$ cat config.mk
export PLATFORM = sky130hd
export DESIGN_NAME = uart_rx_parity
export DESIGN_NICKNAME = d
export VERILOG_FILES = /design/src/rtl/uart_rx_pkg.sv /design/src/rtl/rx_line_sync.sv /design/src/rtl/rx_par_calc.sv /design/src/rtl/uart_rx_parity.sv
export SDC_FILE = /design/constraint.sdc
export NUM_CORES = 1
export LEC_CHECK = 0
export ABC_AREA = 1
export CAP_MARGIN = 20
export CORE_MARGIN = 1
export CORE_UTILIZATION = 40
export CTS_BUF_LIST = sky130_fd_sc_hd__clkbuf_8 sky130_fd_sc_hd__clkbuf_16
export CTS_CLUSTER_DIAMETER = 120
export DETAILED_ROUTE_END_ITERATION = 7
export GPL_TIMING_DRIVEN = 0
export HOLD_SLACK_MARGIN = 0.15
export PLACE_DENSITY = 0.58
export SLEW_MARGIN = 25
export SYNTH_ARGS = -nofsm -noshare
export SYNTH_HDL_FRONTEND = slang
export SYNTH_SLANG_ARGS = --single-unit
export TNS_END_PERCENT = 50
$ cat constraint.sdc
create_clock -name clk -period 2.9 [get_ports clk]
set_clock_uncertainty 0.1 [all_clocks]
set_input_delay 0.435 -clock clk [delete_from_list [all_inputs] [get_ports clk]]
set_output_delay 0.435 -clock clk [all_outputs]
set_load 0.02 [all_outputs]
$ cat src/rtl/uart_rx_pkg.sv
package uart_rx_pkg;
  typedef enum logic [2:0] {
    RX_IDLE,
    RX_START,
    RX_DATA,
    RX_PAR,
    RX_STOP
  } rx_state_t;
endpackage

$ cat src/rtl/rx_line_sync.sv
module rx_line_sync #(
  parameter int STAGES = 2
) (
  input  logic clk,
  input  logic rst,
  input  logic din,
  output logic dout
);
  logic [STAGES-1:0] chain;

  always_ff @(posedge clk) begin
    if (rst) chain <= '1;
    else     chain <= {chain[STAGES-2:0], din};
  end

  assign dout = chain[STAGES-1];
endmodule

$ cat src/rtl/rx_par_calc.sv
module rx_par_calc #(
  parameter int DATA_W = 8
) (
  input  logic [DATA_W-1:0] word,      // unused upper bits already zero
  input  logic              par_even,
  input  logic              par_stick,
  output logic              exp_bit
);
  logic ones_odd;

  assign ones_odd = ^word;
  // normal mode: even select -> bit equals data XOR; odd select -> its inverse
  assign exp_bit  = par_stick ? ~par_even : (ones_odd ^ ~par_even);
endmodule

$ cat src/rtl/uart_rx_parity.sv
module uart_rx_parity
  import uart_rx_pkg::*;
#(
  parameter int OVS         = 16,
  parameter int DATA_W      = 8,
  parameter int SYNC_STAGES = 2
) (
  input  logic              clk,
  input  logic              rst,
  input  logic              tick16,
  input  logic              rxd,
  input  logic [1:0]        word_len,
  input  logic              par_en,
  input  logic              par_even,
  input  logic              par_stick,
  output logic [DATA_W-1:0] rx_data,
  output logic              rx_valid,
  output logic              par_err,
  output logic              frm_err
);
  localparam int CNT_W = $clog2(OVS);
  localparam int IDX_W = $clog2(DATA_W);
  localparam logic [CNT_W-1:0] MID_TICK  = CNT_W'(OVS / 2 - 1);
  localparam logic [CNT_W-1:0] LAST_TICK = CNT_W'(OVS - 1);

  rx_state_t         state;
  logic [CNT_W-1:0]  cnt;
  logic [IDX_W-1:0]  bit_idx;
  logic [IDX_W:0]    last_idx;
  logic [DATA_W-1:0] shreg;
  logic              par_bit;
  logic              rxd_s;
  logic              exp_bit;
  logic              at_centre;

  rx_line_sync #(.STAGES(SYNC_STAGES)) u_sync (
    .clk  (clk),
    .rst  (rst),
    .din  (rxd),
    .dout (rxd_s)
  );

  rx_par_calc #(.DATA_W(DATA_W)) u_par (
    .word      (shreg),
    .par_even  (par_even),
    .par_stick (par_stick),
    .exp_bit   (exp_bit)
  );

  assign last_idx  = (IDX_W + 1)'(word_len) + (IDX_W + 1)'(4);
  assign at_centre = tick16 && (cnt == LAST_TICK);

  always_ff @(posedge clk) begin
    if (rst) begin
      state    <= RX_IDLE;
      cnt      <= '0;
      bit_idx  <= '0;
      shreg    <= '0;
      par_bit  <= 1'b0;
      rx_data  <= '0;
      rx_valid <= 1'b0;
      par_err  <= 1'b0;
      frm_err  <= 1'b0;
    end else begin
      rx_valid <= 1'b0;
      if (tick16 && !(state == RX_IDLE) && !at_centre) cnt <= cnt + 1'b1;
      unique case (state)
        RX_IDLE: begin
          if (tick16 && !rxd_s) begin
            state <= RX_START;
            cnt   <= '0;
            shreg <= '0;
          end
        end
        RX_START: begin
          if (tick16 && cnt == MID_TICK) begin
            cnt     <= '0;
            bit_idx <= '0;
            state   <= rxd_s ? RX_IDLE : RX_DATA;
          end
        end
        RX_DATA: begin
          if (at_centre) begin
            cnt            <= '0;
            shreg[bit_idx] <= rxd_s;
            bit_idx        <= bit_idx + 1'b1;
            if ({1'b0, bit_idx} == last_idx)
              state <= par_en ? RX_PAR : RX_STOP;
          end
        end
        RX_PAR: begin
          if (at_centre) begin
            cnt     <= '0;
            par_bit <= rxd_s;
            state   <= RX_STOP;
          end
        end
        RX_STOP: begin
          if (at_centre) begin
            cnt      <= '0;
            rx_data  <= shreg;
            rx_valid <= 1'b1;
            frm_err  <= ~rxd_s;
            par_err  <= par_en && (par_bit != exp_bit);
            state    <= RX_IDLE;
          end
        end
        default: state <= RX_IDLE;
      endcase
    end
  end

  // strobe lasts a single cycle
  a_r4_valid_pulse: assert property (@(posedge clk) disable iff (rst)
    rx_valid |=> !rx_valid);

  // a delivered word always comes out of the stop-bit sample
  a_r9_valid_from_stop: assert property (@(posedge clk) disable iff (rst)
    $rose(rx_valid) |-> $past(state) == RX_STOP);

  // short words leave the upper bits clear
  a_r3_short_word_clean: assert property (@(posedge clk) disable iff (rst)
    (rx_valid && word_len == 2'd0) |-> (rx_data >> 5) == '0);

  // bit index never runs beyond the selected length
  a_r3_idx_range: assert property (@(posedge clk) disable iff (rst)
    (state == RX_DATA) |-> ({1'b0, bit_idx} <= last_idx));

  // no parity error when no parity bit is configured
  a_r5_no_par_err: assert property (@(posedge clk) disable iff (rst)
    (rx_valid && !par_en) |-> !par_err);

  // a high sample at the start-bit centre abandons the frame
  a_r2_false_start: assert property (@(posedge clk) disable iff (rst)
    (state == RX_START && tick16 && cnt == MID_TICK && rxd_s) |=> state == RX_IDLE);
endmodule

**Word-level counts from Yosys, hierarchy flattened**

Index checks and enable logic that the tools add are counted.
Widths: inputs -> output; s select.

- Input port bits: 9
- Logic and storage cells: 79
- Register bits: 32
- Output and inout bits: 11

- Bitwise logic cells: 4
- Reduce and logical (&&, ||, !) cells: 21
- $lt $le $gt $ge: 2
- Muxes and demuxes: 25
- Equal/unequal tests: 14
- Add/subtract/negate cells: 3

Operators with widths:

| operator | count |
|---|---|
| $mux 3 | 9 |
| $mux 4 | 4 |
| $mux 8 | 2 |
| $pmux 8 s2 | 1 |
| $pmux 3 s5 | 1 |
| $pmux 4 s3 | 1 |
| $ne 2x2->1 const B | 5 |
| $bwmux 8 | 1 |
| $reduce_xor 8->1 | 1 |
| $logic_and 1x1->1 | 7 |
| $eq 3x2->1 const B | 2 |
| $pmux 3 s2 | 1 |
| $reduce_and 3->1 | 2 |
| $reduce_and 6->1 | 1 |
| $add 2x3->4 const B | 1 |
| $add 4x1->4 const B | 1 |
| $eq 3x4->1 | 1 |
| $eq 4x3->1 const B | 1 |
| $eq 4x4->1 const B | 1 |
| $lt 3x4->1 const B | 1 |
| $reduce_and 2->1 | 2 |
| $reduce_bool 2->1 | 2 |
| $add 3x1->3 const B | 1 |
| $demux 1 s3 | 1 |
| 13 further kinds | 19 |

**Longest topological paths before layout**

- Word-level depth: 7
- Mapped depth: 11
- Mapped depth without buffers: 11

**Modules after synthesis**

A second synthesis with hierarchy kept.

- Cells, all modules: 274
- Area total of the unflattened synthesis: 1778.0 um^2

By module, submodules not included:

| module | cells an instance | sequential area each (um^2) | times used | area an instance (um^2) |
|---|---|---|---|---|
| uart_rx_parity | 218 | 600.6 | 1 | 1530.2 |
| rx_par_calc | 49 | 0.0 | 1 | 188.9 |
| rx_line_sync | 7 | 40.0 | 1 | 58.8 |

**Least setup slack after synthesis**

Ideal clock, no wire load.

- Path type: register to register
- From: reg cnt[1]
- To: reg shreg[5]
- Slack: 1409 ps
- Buffers on the path: 0
- Library setup time: 70 ps
- Period minus slack after synthesis: 1491 ps
- Stages on the path, launching flop included: 10
- Data arrival time: 1321 ps
- Required time: 2730 ps
- Cells stage by stage: dfxtp_1 ha_1 nand4_1 inv_1 nand2_1 nand2_2 nand3_2 clkinv_2 nand2_1 a21oi_1

- Word-level cells in the longest chain between the ends: 4

Ends and longest elaborated chain:

| what | line | RTL |
|---|---|---|
| start, declared | uart_rx_parity.sv:27 | `logic [CNT_W-1:0] cnt;` |
| start signal, assigned | uart_rx_parity.sv:66 | `if (tick16 && !(state == RX_IDLE) && !at_centre) cnt <= cnt + 1'b1;` |
| $eq 4x4->1 | uart_rx_parity.sv:51 | `assign at_centre = tick16 && (cnt == LAST_TICK);` |
| $logic_and 1x1->1 | uart_rx_parity.sv:51 |  |
| $ne 2x2->1 (no line) | -- |  |
| $reduce_and 3->1 (no line) | -- |  |
| end signal, assigned by index | uart_rx_parity.sv:85 | `shreg[bit_idx] <= rxd_s;` |
| end, declared | uart_rx_parity.sv:30 | `logic [DATA_W-1:0] shreg;` |

No other way between the ends.
A chain may end at the register's enable or synchronous reset.

**Worst setup path in the final report**

- From: in tick16
- To: reg shreg[1]

- Word-level cells in the longest chain between the ends: 3
- Elaborated cells on any way between the ends: 5
- Those cells by class: eq/ne: 2; reduce/logical: 3

Ends and longest elaborated chain:

| what | line | RTL |
|---|---|---|
| start, declared | uart_rx_parity.sv:10 | `input logic tick16,` |
| $logic_and 1x1->1 (on tied branches) | uart_rx_parity.sv:69, uart_rx_parity.sv:51 |  |
| $ne 2x1->1 (no line) / $ne 2x2->1 (equally long branches) | -- |  |
| $reduce_and 3->1 (no line) * | -- |  |

Mark *: on every way between the ends. The rest lies on a longest branch, timed or not.

==> run summary <==
After layout, the worst path uses 66.4% of the clock period. The synthesized-area fraction occupied by adder cells is 1.51%. The detailed-routing iteration count for the pre-antenna-repair pass is 6. The final weighted congestion in routability-driven placement came out at 0.816. For this design the static power due to leakage is 0.805 nW. The dominant cell type by count on the critical path is sky130_fd_sc_hd__nand2_1. The clock transition time at the flip-flop clock pins of the worst setup and hold paths came out at 0.07 ns. The synthesized area per cell came out at 6.84 sq um.

After detailed routing, the average wire length per cell comes to 10.8 um. In this run the most critical hold path is launched from u_sync.chain[0]. The yosys synthesis warning count came out at 0. The depth of the worst register-to-register path is 9. The setup check on the worst reg-to-reg path leaves a slack of 1.14 ns.

The max-slew violation total from the final report came out at 0. The commonest cells after synthesis are sky130_fd_sc_hd__nand2_1 (62), sky130_fd_sc_hd__dfxtp_1 (32), sky130_fd_sc_hd__inv_1 (28), sky130_fd_sc_hd__a21oi_1 (25), sky130_fd_sc_hd__o21ai_0 (22). The critical path in this run is classified as in2reg.

The count of endpoints failing hold in the final timing report is 0. The cell sitting at the root of the clock tree is a sky130_fd_sc_hd__clkbuf_8. The share of synthesized cell area in and, or, nand and nor gates is 29.9%.

By area, the combinational part of the netlist is dominated by simple AND/OR/NAND/NOR gates. The longest individual stage delay on the worst path came out at 0.55 ns. The number of port buffers came out at 18. The count of cells along the worst hold path came out at 1. The core box area is 4000 sq um. By instance count, the leading cell after synthesis is sky130_fd_sc_hd__nand2_1. The area share of the largest cell type after synthesis is 38.7%. The H-tree depth is 2.

In the final timing run, aggregate negative setup slack is 0 ns. The total global-route track usage came out at 17.8%. The synthesized instance count came out at 242. The largest voltage drop on the vdd net came out at 399 uV. In this run the vertical extent of the chip is 66.3 um. 20 I/O pins were placed.

The area growth from synthesis to layout is 20.3%. Headroom to the max-slew limit came out at 70.9%. The endpoint class of the critical path is a flip-flop.

The DRC violation count after routing came out at 0. The destination of the worst register-to-register timing path is shreg[1]. STA classifies the critical path startpoint as an input port. The synthesis-stage register bit count is 32.

The placed cell count is 310. In this run the critical register-to-register path is launched from cnt[1]. Summed over all instances, the cell type with the most area after synthesis is sky130_fd_sc_hd__dfxtp_1. Counting flops with an async set or reset pin after synthesis yields a share of 0%. The clock drives 32 sinks.

The number of clock buffers added by TritonCTS is 5. For hold timing, the worst endpoint is u_sync.chain[1]. After synthesis, the cell types taking the most area are sky130_fd_sc_hd__dfxtp_1 (39%), sky130_fd_sc_hd__nand2_1 (14%), sky130_fd_sc_hd__a21oi_1 (7.6%).

The maximum number of pins on one net before global-route repair is 11. Synthesis instantiated 31 different standard cells from the library. The final layout net count came out at 278.

The compound-gate portion of the synthesized area came out at 17.7%. Hold timing on the final database bottoms out at a slack of 0.308 ns. The instance area after placement came out at 1900 sq um. The filler-free cell count of the finished design is 318.

TritonCTS built the clock tree. The power density relative to cell area is 609 nW/um^2. Setup repair after global routing left no endpoint under its margin.

The top flip-flop cell by instance count after synthesis is sky130_fd_sc_hd__dfxtp_1. The via count of the first global-routing pass is 1,284. The synthesized-area fraction occupied by xor and xnor cells is 2.65%. The number of buffers added for setup after CTS is 0. The mapped cell area came out at 1660 sq um. The share of the yosys chip area belonging to registers came out at 38.7%. The overflow left after global routing came out at 0. For the worst setup path, the data arrival time is 2.04 ns. The post-route standard cell area excluding fillers came out at 1990 sq um. The post-DP HPWL is 2590 um.

Using the TritonRoute via totals, the vias-per-cell ratio works out to 4.85. The post-synthesis net count came out at 253. The time the final worst path needs with I/O delays and setup came out at 1.92 ns.

In this run the worst setup path begins at tick16. The total of max-cap violations is 0. The maximum number of buffers from clock root to sink is 2. The die area came out at 4400 sq um. The clock reaches the later pin of the worst-skew pair after 0.28 ns.

The signal on the critical path passes through clkdlybuf4s50_1 -> nand4_1 -> inv_1 -> nand2_1 -> nand2_2 -> nand3_2 -> clkinv_2 -> nand2_1 -> a21oi_1. In this run the remaining antenna-violating nets after routing total 0. The post-cts repair resize count is 0. The multiplexer share of the synthesized area came out at 0.605%. The highest achievable clock rate came out at 520 MHz. The initial detailed-routing violation count is 86.

The data required time of the worst path came out at 3.02 ns. The largest driver fanout on the critical path came out at 9. The die width is 66.3 um. Setup violations remaining at the end of the flow were counted as 0. The effective utilization at floorplan is 41.4%. The number of flops mapped to enable cells by yosys is 0.

The number of hold buffers added after CTS came out at 0. The wire length of the first global-routing pass came out at 5880 um. The count of antenna diodes in the layout came out at 0. The slew at the pin closest to its max-slew limit came out at 0.437 ns.

Among all stages on the critical path, the largest delay is contributed by sky130_fd_sc_hd__clkdlybuf4s50_1. The worst min-delay path category is reg2reg. The cell row count came out at 23. For this block, the via count after detailed routing is 1,543. The fraction of final layout cells with drive strength greater than 1 came out at 9.33%.

The number of antenna violations at the first check in global routing is 0. The flow ran to the end, and the final reports show no timing, DRC or antenna violations. The final layout contains routed wiring with a total length of 3430 um.
-- metal layers --
layer,track usage [%],share of wire (%),up-vias
li1,-,-,840
met1,25.3,54,673
met2,24.7,41,25
met3,4.14,3.2,5
met4,8.51,1.6,0
met5,0,0,-
-- stage by stage --
step | utilization, % | worst slack (ns) | total power [mW]
floorplan | - | 1.41 | 0.788
global placement | 47.5 | 0.670 | 0.867
detailed placement | 47.5 | 0.662 | 0.864
CTS | 49.8 | 0.958 | 1.22
global route | 49.8 | 0.759 | 1.30
finish | 49.8 | 0.975 | 1.21
-- cells in the final DEF (no fill, tap or decap), drive strengths merged, types with 2 or more instances in the layout --
| cell type | instances |
|---|---|
| nand2 | 64 |
| nor2 | 21 |
| xor2 | 2 |
| clkbuf | 10 |
| nand4 | 3 |
| clkinv | 3 |
| a21oi | 26 |
| or2 | 2 |
| dfxtp | 32 |
| clkdlybuf4s50 | 18 |
| xnor2 | 3 |
| nor3 | 10 |
| buf | 2 |
| o21ai | 25 |
| nand3 | 10 |
| ha | 2 |
| inv | 29 |
-- worst max path at each step --
stage / cells after the start / end
2_1_floorplan: 9 / shreg[5]
3_3_place_gp: 9 / shreg[5]
4_1_cts: 9 / shreg[1]
3_5_place_dp: 9 / shreg[5]
6_report: 9 / shreg[1]
5_1_grt: 9 / shreg[1]
-- registers in the layout, summed over array words and instances (netlist names) --
| register | count |
|---|---|
| par_bit | 1 |
| shreg | 8 |
| cnt | 4 |
| u_sync.chain | 2 |
| rx_data | 8 |
| par_err | 1 |
| rx_valid | 1 |
| state | 3 |
| frm_err | 1 |
| bit_idx | 3 |
-- report_power, final --
| part | internal (mW) | switching [mW] |
|---|---|---|
| Combinational | 0.127 | 0.226 |
| Clock | 0.189 | 0.163 |
| Sequential | 0.471 | 0.0371 |
| Total | 0.786 | 0.426 |
-- logic make-up (layout without fill, tap and decap cells) --
group	Yosys count	after routing
xor gates and xnor gates	5	5
DFF	32	32
muxes	1	1
and+or+nand+nor	112	112
AOI/OAI and AO/OA	54	54
buffers and inverters	36	62
adders and majority gates	2	2
-- worst max-delay path: cells and delay by family --
kind | cells | cell delay, ns
buffers and inverters | 3 | 0.86
AND/OR/NAND/NOR | 5 | 0.63
AO/OA/AOI/OAI | 1 | 0.12
-- area by class of cell --
cell class              count  area, sq um
flip-flops and latches     32          641
multi-input cells         174          867
clock buffers               6         82.6
repair buffers             18          180
inverters                  30          114
well taps                  50         62.6
fillers                   428         2010
plain buffers               6         33.8
clock inverters             2         10.0
(Power assumes the default switching activity.)
